**config.mk**
```make
export PLATFORM = sky130hd
export DESIGN_NAME = startgap_remap
export DESIGN_NICKNAME = d
export VERILOG_FILES = /design/src/rtl/swl_pkg.sv /design/src/rtl/swl_translate.sv /design/src/rtl/swl_write_counter.sv /design/src/rtl/swl_gap_ctrl.sv /design/src/rtl/startgap_remap.sv
export SDC_FILE = /design/constraint.sdc
export NUM_CORES = 1
export LEC_CHECK = 0
export BUFFER_PORTS_ARGS = -buffer_cell sky130_fd_sc_hd__buf_2
export CORE_MARGIN = 2
export CORE_UTILIZATION = 49
export CTS_CLUSTER_SIZE = 16
export DETAILED_ROUTE_END_ITERATION = 12
export MAX_ROUTING_LAYER = met4
export PLACE_DENSITY = 0.92
export SYNTH_ARGS = -nofsm -noshare
export SYNTH_HDL_FRONTEND = slang
export SYNTH_SLANG_ARGS = --single-unit
```
**constraint.sdc**
```tcl
create_clock -name clk -period 3.8 [get_ports clk]
set_input_delay 0.76 -clock clk [delete_from_list [all_inputs] [get_ports clk]]
set_output_delay 0.76 -clock clk [all_outputs]
set_load 0.02 [all_outputs]
```
**src/rtl/swl_pkg.sv**
```systemverilog
// Shared types for the start-gap remapper.
// Assumes: commands are 2 bits wide, and copy is the only command the block originates.
package swl_pkg;
    typedef enum logic [1:0] {
        SWL_RD = 2'b00,
        SWL_WR = 2'b01,
        SWL_CP = 2'b10
    } swl_cmd_e;

    typedef enum logic [1:0] {
        GC_IDLE = 2'b00,
        GC_REQ  = 2'b01,
        GC_WAIT = 2'b10
    } gc_state_e;
endpackage

```
**src/rtl/swl_translate.sv**
```systemverilog
// Combinational logical-to-physical row translation.
// Assumes: laddr < ROWS, start < ROWS, gap <= ROWS.
module swl_translate #(
    parameter int ROWS = 8,
    localparam int LAW = (ROWS > 1) ? $clog2(ROWS) : 1,
    localparam int PAW = $clog2(ROWS + 1)
) (
    input  logic [LAW-1:0] laddr,
    input  logic [LAW-1:0] start,
    input  logic [PAW-1:0] gap,
    output logic [PAW-1:0] paddr
);
    logic [PAW:0] sum;
    logic [PAW:0] rot;

    // rotate by the offset modulo ROWS, then skip over the gap row
    always_comb begin
        sum = (PAW+1)'(laddr) + (PAW+1)'(start);
        rot = (sum >= (PAW+1)'(ROWS)) ? sum - (PAW+1)'(ROWS) : sum;
        paddr = (rot >= (PAW+1)'(gap)) ? PAW'(rot + 1'b1) : PAW'(rot);
    end
endmodule

```
**src/rtl/swl_write_counter.sv**
```systemverilog
// Counts accepted host writes and emits a one-cycle hit on every INTERVAL-th one.
// Assumes: wr_fire is only high for host writes, never for copy traffic.
module swl_write_counter #(
    parameter int INTERVAL = 128,
    localparam int CW = (INTERVAL > 1) ? $clog2(INTERVAL) : 1
) (
    input  logic clk,
    input  logic rst_n,
    input  logic wr_fire,
    output logic hit
);
    logic [CW-1:0] count;

    assign hit = wr_fire && (count == CW'(INTERVAL - 1));

    // advance on each counted write, restart after the interval is reached
    always_ff @(posedge clk) begin
        if (!rst_n)       count <= '0;
        else if (hit)     count <= '0;
        else if (wr_fire) count <= count + 1'b1;
    end

    assert_count_bound_R3: assert property (@(posedge clk) disable iff (!rst_n)
        count <= CW'(INTERVAL - 1));
    assert_restart_R7: assert property (@(posedge clk) disable iff (!rst_n)
        hit |=> (count == '0));
endmodule

```
**src/rtl/swl_gap_ctrl.sv**
```systemverilog
// Holds the offset and gap registers and sequences one row copy per trigger.
// Assumes: trigger only arrives while idle, because the host is stalled otherwise.
module swl_gap_ctrl
    import swl_pkg::*;
#(
    parameter int ROWS = 8,
    localparam int LAW = (ROWS > 1) ? $clog2(ROWS) : 1,
    localparam int PAW = $clog2(ROWS + 1)
) (
    input  logic           clk,
    input  logic           rst_n,
    input  logic           trigger,
    input  logic           mem_ready,
    input  logic           copy_done,
    output logic           busy,
    output logic           copy_req,
    output logic [LAW-1:0] start,
    output logic [PAW-1:0] gap,
    output logic [PAW-1:0] src,
    output logic [PAW-1:0] dst
);
    gc_state_e state;
    logic      finish;

    assign busy     = (state != GC_IDLE);
    assign copy_req = (state == GC_REQ);
    assign finish   = (state == GC_WAIT) && copy_done;
    assign dst      = gap;
    assign src      = (gap == '0) ? PAW'(ROWS) : gap - 1'b1;

    // copy sequencing: idle -> issue -> wait for completion
    always_ff @(posedge clk) begin
        if (!rst_n) state <= GC_IDLE;
        else begin
            case (state)
                GC_IDLE: if (trigger)   state <= GC_REQ;
                GC_REQ:  if (mem_ready) state <= GC_WAIT;
                GC_WAIT: if (copy_done) state <= GC_IDLE;
                default:                state <= GC_IDLE;
            endcase
        end
    end

    // move the gap down one row; at row 0 wrap it and advance the offset
    always_ff @(posedge clk) begin
        if (!rst_n) begin
            gap   <= PAW'(ROWS);
            start <= '0;
        end else if (finish) begin
            if (gap == '0) begin
                gap   <= PAW'(ROWS);
                start <= (start == LAW'(ROWS - 1)) ? '0 : start + 1'b1;
            end else begin
                gap <= gap - 1'b1;
            end
        end
    end

    assert_gap_wrap_R5: assert property (@(posedge clk) disable iff (!rst_n)
        (finish && gap == '0) |=> (gap == PAW'(ROWS) &&
            start == (($past(start) == LAW'(ROWS - 1)) ? '0 : $past(start) + 1'b1)));
    assert_gap_step_R5: assert property (@(posedge clk) disable iff (!rst_n)
        (finish && gap != '0) |=> (gap == $past(gap) - 1'b1 && $stable(start)));
    assert_regs_hold_R6: assert property (@(posedge clk) disable iff (!rst_n)
        !finish |=> ($stable(gap) && $stable(start)));
endmodule

```
**src/rtl/startgap_remap.sv**
```systemverilog
// Top of the start-gap remapper: host port in, translated memory commands out.
// Assumes: the memory answers each copy with one mem_copy_done pulse after accepting it.
module startgap_remap
    import swl_pkg::*;
#(
    parameter int ROWS     = 8,
    parameter int INTERVAL = 128,
    localparam int LAW = (ROWS > 1) ? $clog2(ROWS) : 1,
    localparam int PAW = $clog2(ROWS + 1)
) (
    input  logic           clk,
    input  logic           rst_n,
    input  logic           host_valid,
    output logic           host_ready,
    input  logic           host_write,
    input  logic [LAW-1:0] host_laddr,
    output logic           mem_valid,
    input  logic           mem_ready,
    output logic [1:0]     mem_cmd,
    output logic [PAW-1:0] mem_paddr,
    output logic [PAW-1:0] mem_src,
    input  logic           mem_copy_done,
    output logic [31:0]    vuln_writes
);
    logic           busy, copy_req, hit, wr_fire;
    logic [LAW-1:0] start;
    logic [PAW-1:0] gap, src, dst, xlat;

    assign vuln_writes = 32'(INTERVAL * (ROWS + 1));
    assign host_ready  = !busy && mem_ready;
    assign wr_fire     = host_valid && host_ready && host_write;

    swl_translate #(.ROWS(ROWS)) u_xlat (
        .laddr(host_laddr), .start(start), .gap(gap), .paddr(xlat)
    );

    swl_write_counter #(.INTERVAL(INTERVAL)) u_cnt (
        .clk(clk), .rst_n(rst_n), .wr_fire(wr_fire), .hit(hit)
    );

    swl_gap_ctrl #(.ROWS(ROWS)) u_ctrl (
        .clk(clk), .rst_n(rst_n), .trigger(hit), .mem_ready(mem_ready),
        .copy_done(mem_copy_done), .busy(busy), .copy_req(copy_req),
        .start(start), .gap(gap), .src(src), .dst(dst)
    );

    // route either the copy or the translated host request to the memory
    always_comb begin
        mem_src = src;
        if (busy) begin
            mem_valid = copy_req;
            mem_cmd   = SWL_CP;
            mem_paddr = dst;
        end else begin
            mem_valid = host_valid;
            mem_cmd   = host_write ? SWL_WR : SWL_RD;
            mem_paddr = xlat;
        end
    end

    assert_copy_adjacent_R4: assert property (@(posedge clk) disable iff (!rst_n)
        (mem_valid && mem_cmd == SWL_CP && mem_paddr != '0) |-> (mem_src == mem_paddr - 1'b1));
    assert_copy_hold_R4: assert property (@(posedge clk) disable iff (!rst_n)
        (mem_valid && mem_cmd == SWL_CP && !mem_ready) |=>
            (mem_valid && mem_cmd == SWL_CP && $stable(mem_paddr)));
    assert_stall_after_hit_R6: assert property (@(posedge clk) disable iff (!rst_n)
        hit |=> (!host_ready && mem_valid && mem_cmd == SWL_CP));
    assert_paddr_range_R2: assert property (@(posedge clk) disable iff (!rst_n)
        mem_valid |-> (mem_paddr <= PAW'(ROWS)));
endmodule

```
# --- After elaboration in Yosys (flattened, before gate mapping) ---
# Cells that the tools add are included.
totals:
  elab_cells: 44
  out_inout_bits: 44
  ff_bits: 16
classes:
  eq_ne: 7
  muxes: 12
  add_sub_neg: 6
  n_lt_le_gt_ge: 2
  bitwise: 1
  reduce_logical: 12
op_table:
  columns: ["operator", "count"]
  rows:
  - ["$mux W4", 3]
  - ["$mux W2", 4]
  - ["$add A7 B1 Y7 const B", 1]
  - ["$eq A7 B7 Y1 const B", 1]
  - ["$ne A2 B2 Y1 const B", 3]
  - ["$pmux W2 S3", 1]
  - ["$ge A5 B4 Y1", 1]
  - ["$ge A5 B4 Y1 const B", 1]
  - ["$logic_and A1 B1 Y1", 5]
  - ["$mux W5", 1]
  - ["$sub A5 B4 Y5 const B", 1]
  - ["$add A3 B3 Y4", 1]
  - ["$add A4 B1 Y4 const B", 1]
  - ["$logic_not A4 Y1", 1]
  - ["$sub A4 B1 Y4 const B", 1]
  - ["$add A3 B1 Y3 const B", 1]
  - ["$eq A3 B3 Y1 const B", 1]
  - ["$mux W3", 1]
  - ["$reduce_and A3 Y1", 1]
  - ["$eq A2 B1 Y1 const B", 1]
  - ["$eq A2 B2 Y1 const B", 1]
  - ["$logic_not A2 Y1", 1]
  - ["$mux W1", 2]
  - ["$reduce_and A2 Y1", 1]
  - ["4 further kinds", 4]

# --- Logic depth before layout (Yosys ltp) ---
logic_depth:
  ltp_word: 8
  mapped_depth: 8
  depth_no_buf: 8

# --- Modules after synthesis ---
# A second synthesis with hierarchy kept.
hier_totals:
  cells_unflattened: 158
  area_unflattened_um2: 1441.4
modules_own_cells:
  columns: ["mod", "area_each_um2", "cells_each", "instances", "seq_area_each_um2"]
  rows:
  - ["swl_gap_ctrl", 528.0, 56, 1, 180.2]
  - ["startgap_remap", 370.4, 44, 1, 0.0]
  - ["swl_write_counter", 297.8, 32, 1, 140.1]
  - ["swl_translate", 245.2, 26, 1, 0.0]

# --- Worst setup path after synthesis ---
# No wires, ideal clock.
synth_timing:
  kind: "input -> output"
  start: "input port host_laddr[0]"
  end: "output port mem_paddr[2]"
  setup_slack_ns: 0.168
  cell_stages: 8
  path_buffers: 0
  required_time_ns: 3.040
  arrival_ns: 2.872
  path_cell_list: "ha_1 fa_1 xor2_1 ha_1 nor3_1 nor2_1 and4_1 o31ai_1"
synth_between:
  elab_chain_len: 6
synth_lines:
  columns: ["element", "line_no", "text"]
  rows:
  - ["start, declared", "startgap_remap.sv:16", "input logic [LAW-1:0] host_laddr,"]
  - ["$add A3 B3 Y4 *", "swl_translate.sv:18", "sum = (PAW+1)'(laddr) + (PAW+1)'(start);"]
  - ["$sub A5 B4 Y5 or $ge A5 B4 Y1 (tied branches)", "swl_translate.sv:19", "rot = (sum >= (PAW+1)'(ROWS)) ? sum - (PAW+1)'(ROWS) : sum;"]
  - ["$mux W5 *", "swl_translate.sv:19", null]
  - ["$add A4 B1 Y4 or $ge A5 B4 Y1 (tied branches)", "swl_translate.sv:20", "paddr = (rot >= (PAW+1)'(gap)) ? PAW'(rot + 1'b1) : PAW'(rot);"]
  - ["$mux W4 *", "swl_translate.sv:20", null]
  - ["$mux W4 *", "startgap_remap.sv:50", "if (busy) begin"]
  - ["end, declared", "startgap_remap.sv:20", "output logic [PAW-1:0] mem_paddr,"]
# Every way passes the cells marked *; elsewhere a longest branch is shown, timed or not.

# --- Final worst setup path ---
# Ends and elaborated chain as after synthesis.

==> qor.yml <==
clock_network:
  cts_resized: 0
  cts_tree: "done"
  post_cts_buffers: 0
  cts_made_buffers: 3
  clk_latency_ns: 0.28
  hold_buffers: 0
  clkSinkCount: 16
  clk_path_buf_depth: 2
  clockRootBuffer: "clkbuf_4"
  cts.clk_slew.worst_paths_ns: 0.09
  cts_max_level: 1
timing:
  rsz0062_at_grt: "false"
  maxSlewViolCount: 0
  hold_viol: 0
  layout_setup_ws_ns: 0.130
  fin_crit_sh_pct: 96.6
  finalSetupViolCount: 0
  holdWs_ns: 0.537
  layout_min_cycle_time_ns: 3.67
  fin_setup_tns_ns: 0
  skew_ns: 0.00360
  fmax_mhz: 272
floorplan:
  die_y_microns: 56.6
  start_util_pct: 50.5
  rows: 19
  die_area_sq_um: 3200
  ioPinCount: 53
  die_width_microns: 56.6
  fp.coreArea_sq_um: 2690
placement:
  port_buffers: 20
  finalWeightedCongestion: 0.955
  pre_cts_ws_ns: 0.116
  hpwl_microns: 1840
  placedCellCount: 207
logic_synthesis:
  yosysSeqAreaShare_pct: 23.6
  syn_inst: 161
  syn_avg_cell_area_sq_um: 8.42
  yosys_warnings: 0
  synth_area_leaders: "dfxtp_1 (24%), buf_4 (18%), ha_1 (9.2%), nor2_1 (3.6%), nor4_4 (3.1%)"
  yosysTopAreaCell: "dfxtp_1"
  synth_most_common_cell: "buf_4"
  synth.cell_area_sq_um: 1360
  synth-edff-count: 0
  synthDistinctLibCells: 43
  ys_async_sr_fraction_pct: 0
  yosysTopAreaCellShare_pct: 23.6
  synth_common_cells: "buf_4 (33), dfxtp_1 (16), nor2_1 (13)"
  ys_seq_elements: 16
  synth-main-ff-cell: "dfxtp_1"
worst_setup_path:
  timing_worst_setup_path_type: "in -> out"
  ff2ff_setup_slack_ns: 2.26
  cp-end-kind: "output pin"
  path_max_fanout: 4
  endpoint: "mem_paddr[2]"
  reg2reg_depth: 5
  crit_arrival_ns: 2.91
  timing.rr.end: "u_cnt.count[3]"
  cp-startpoint: "host_laddr[0]"
  critPathRequiredTime_ns: 3.04
  rr_startpoint: "u_ctrl.state[0]"
  startpoint_type: "primary input"
detailed_routing:
  drc_errors: 0
  ant_nets: 0
  wl_microns: 2280
  route.vias.total: 1051
  wl_per_cell_microns: 10.8
  drt_iter0_drc: 18
  dr.pass1.iters: 5
  routed_via_density: 4.98
global_routing:
  grt_usage_pct: 14.9
  grt_pass1_wl_microns: 3820
  first_global_vias: 935
  grt_max_degree: 14
  overflow: 0
  antenna_found_initial: 0
job:
  drv_cap: 0
run_status:
  status: "completed"
power:
  power_density_nw_per_um2: 250
  ir_worst_vdd_mv: 0.181
  p_leak_nw: 0.667
layout:
  fin_cells: 211
  drive_above_1_share_pct: 18.3
  nets: 201
  num-fill-cells: 269
  n_antenna_cell: 0
  syn2layout_area_growth_pct: 2.77
worst_hold_path:
  worstHoldPathType: "reg -> reg"
-- report_power, final --
| part | internal (W) | switching [W] | leakage [nW] |
|---|---|---|---|
| clock | 0.0000582 | 0.0000527 | 0.0210 |
| combinational | 0.0000168 | 0.0000522 | 0.517 |
| sequential | 0.000168 | 0.000000809 | 0.129 |
-- metal layers --
| metal | GRT usage (%) | wire (microns) | vias to the layer above |
|---|---|---|---|
| li1 | - | - | 523 |
| met1 | 19.3 | 1030 | 481 |
| met2 | 23.4 | 1070 | 43 |
| met3 | 2.30 | 157 | 4 |
| met4 | 5.44 | 26 | 0 |
| met5 | - | 0 | - |
-- how the worst min path moves through the flow --
stage                     from               to  slack [ns]  cells after the start
6_report       u_ctrl.start[1]  u_ctrl.start[1]        0.54                      2
5_1_grt        u_ctrl.start[1]  u_ctrl.start[1]        0.56                      2
4_1_cts        u_ctrl.start[1]  u_ctrl.start[1]        0.54                      2
3_5_place_dp    u_cnt.count[5]   u_cnt.count[5]        0.52                      2
3_3_place_gp   u_ctrl.start[1]  u_ctrl.start[1]        0.50                      2
2_1_floorplan  u_ctrl.start[1]  u_ctrl.start[1]        0.48                      2
-- cells in the final DEF, fill, tap and decap left out, types with 2 or more instances in the layout --
master,n
o21ai_0,2
xor2_1,3
inv_1,5
nor4_4,2
o211a_1,2
nor2_1,13
dfxtp_1,16
nand2_1,11
conb_1,33
clkbuf_4,3
o31ai_1,3
xnor2_1,4
buf_2,20
and2_1,4
nand3b_1,3
nor2b_1,5
a21oi_1,2
o211ai_1,2
nor3_1,7
mux2i_1,3
ha_1,10
nand4_1,5
-- sequential cells by signal, indices dropped and copies added (netlist names) --
name          flops
u_ctrl.state      2
u_cnt.count       7
u_ctrl.dst        4
u_ctrl.start      3
-- worst max-delay path, cell delays in order --
cell and delay, ns:
buf_2 0.10, ha_1 0.20, fa_1 0.40, xor2_2 0.18
ha_1 0.22, nor3_1 0.26, o21ai_1 0.17, and4_1 0.22
o31ai_1 0.20, buf_2 0.20
-- stage by stage --
stage,util (%),power [W],cell area (sq um)
floorplan,-,0.000252,1470
global placement,50.3,0.000240,1350
detailed placement,50.3,0.000241,1350
CTS,51.6,0.000350,1390
global route,51.9,0.000366,1390
finish,51.9,0.000349,1390
-- area by class of cell --
class / count / area (sq um) / area share [%]
clock buffers: 4 / 36.3 / 2.60
inverters: 6 / 22.5 / 1.62
multi-input cells: 134 / 876 / 62.8
flip-flops and latches: 16 / 320 / 23.0
well taps: 31 / 38.8 / 2.78
repair buffers: 20 / 100 / 7.18
-- kinds of logic after synthesis --
| group | synth area share [%] |
|---|---|
| AO/OA/AOI/OAI | 10.1 |
| adder cells (fa/ha/maj) | 10.7 |
| multiplexers | 2.21 |
| flip-flops | 23.6 |
| buffers and inverters | 20.9 |
| XOR/XNOR | 5.17 |
| other | 0.554 |
| AND/OR/NAND/NOR | 26.7 |
Note: power is estimated with default switching activity, not from simulation.
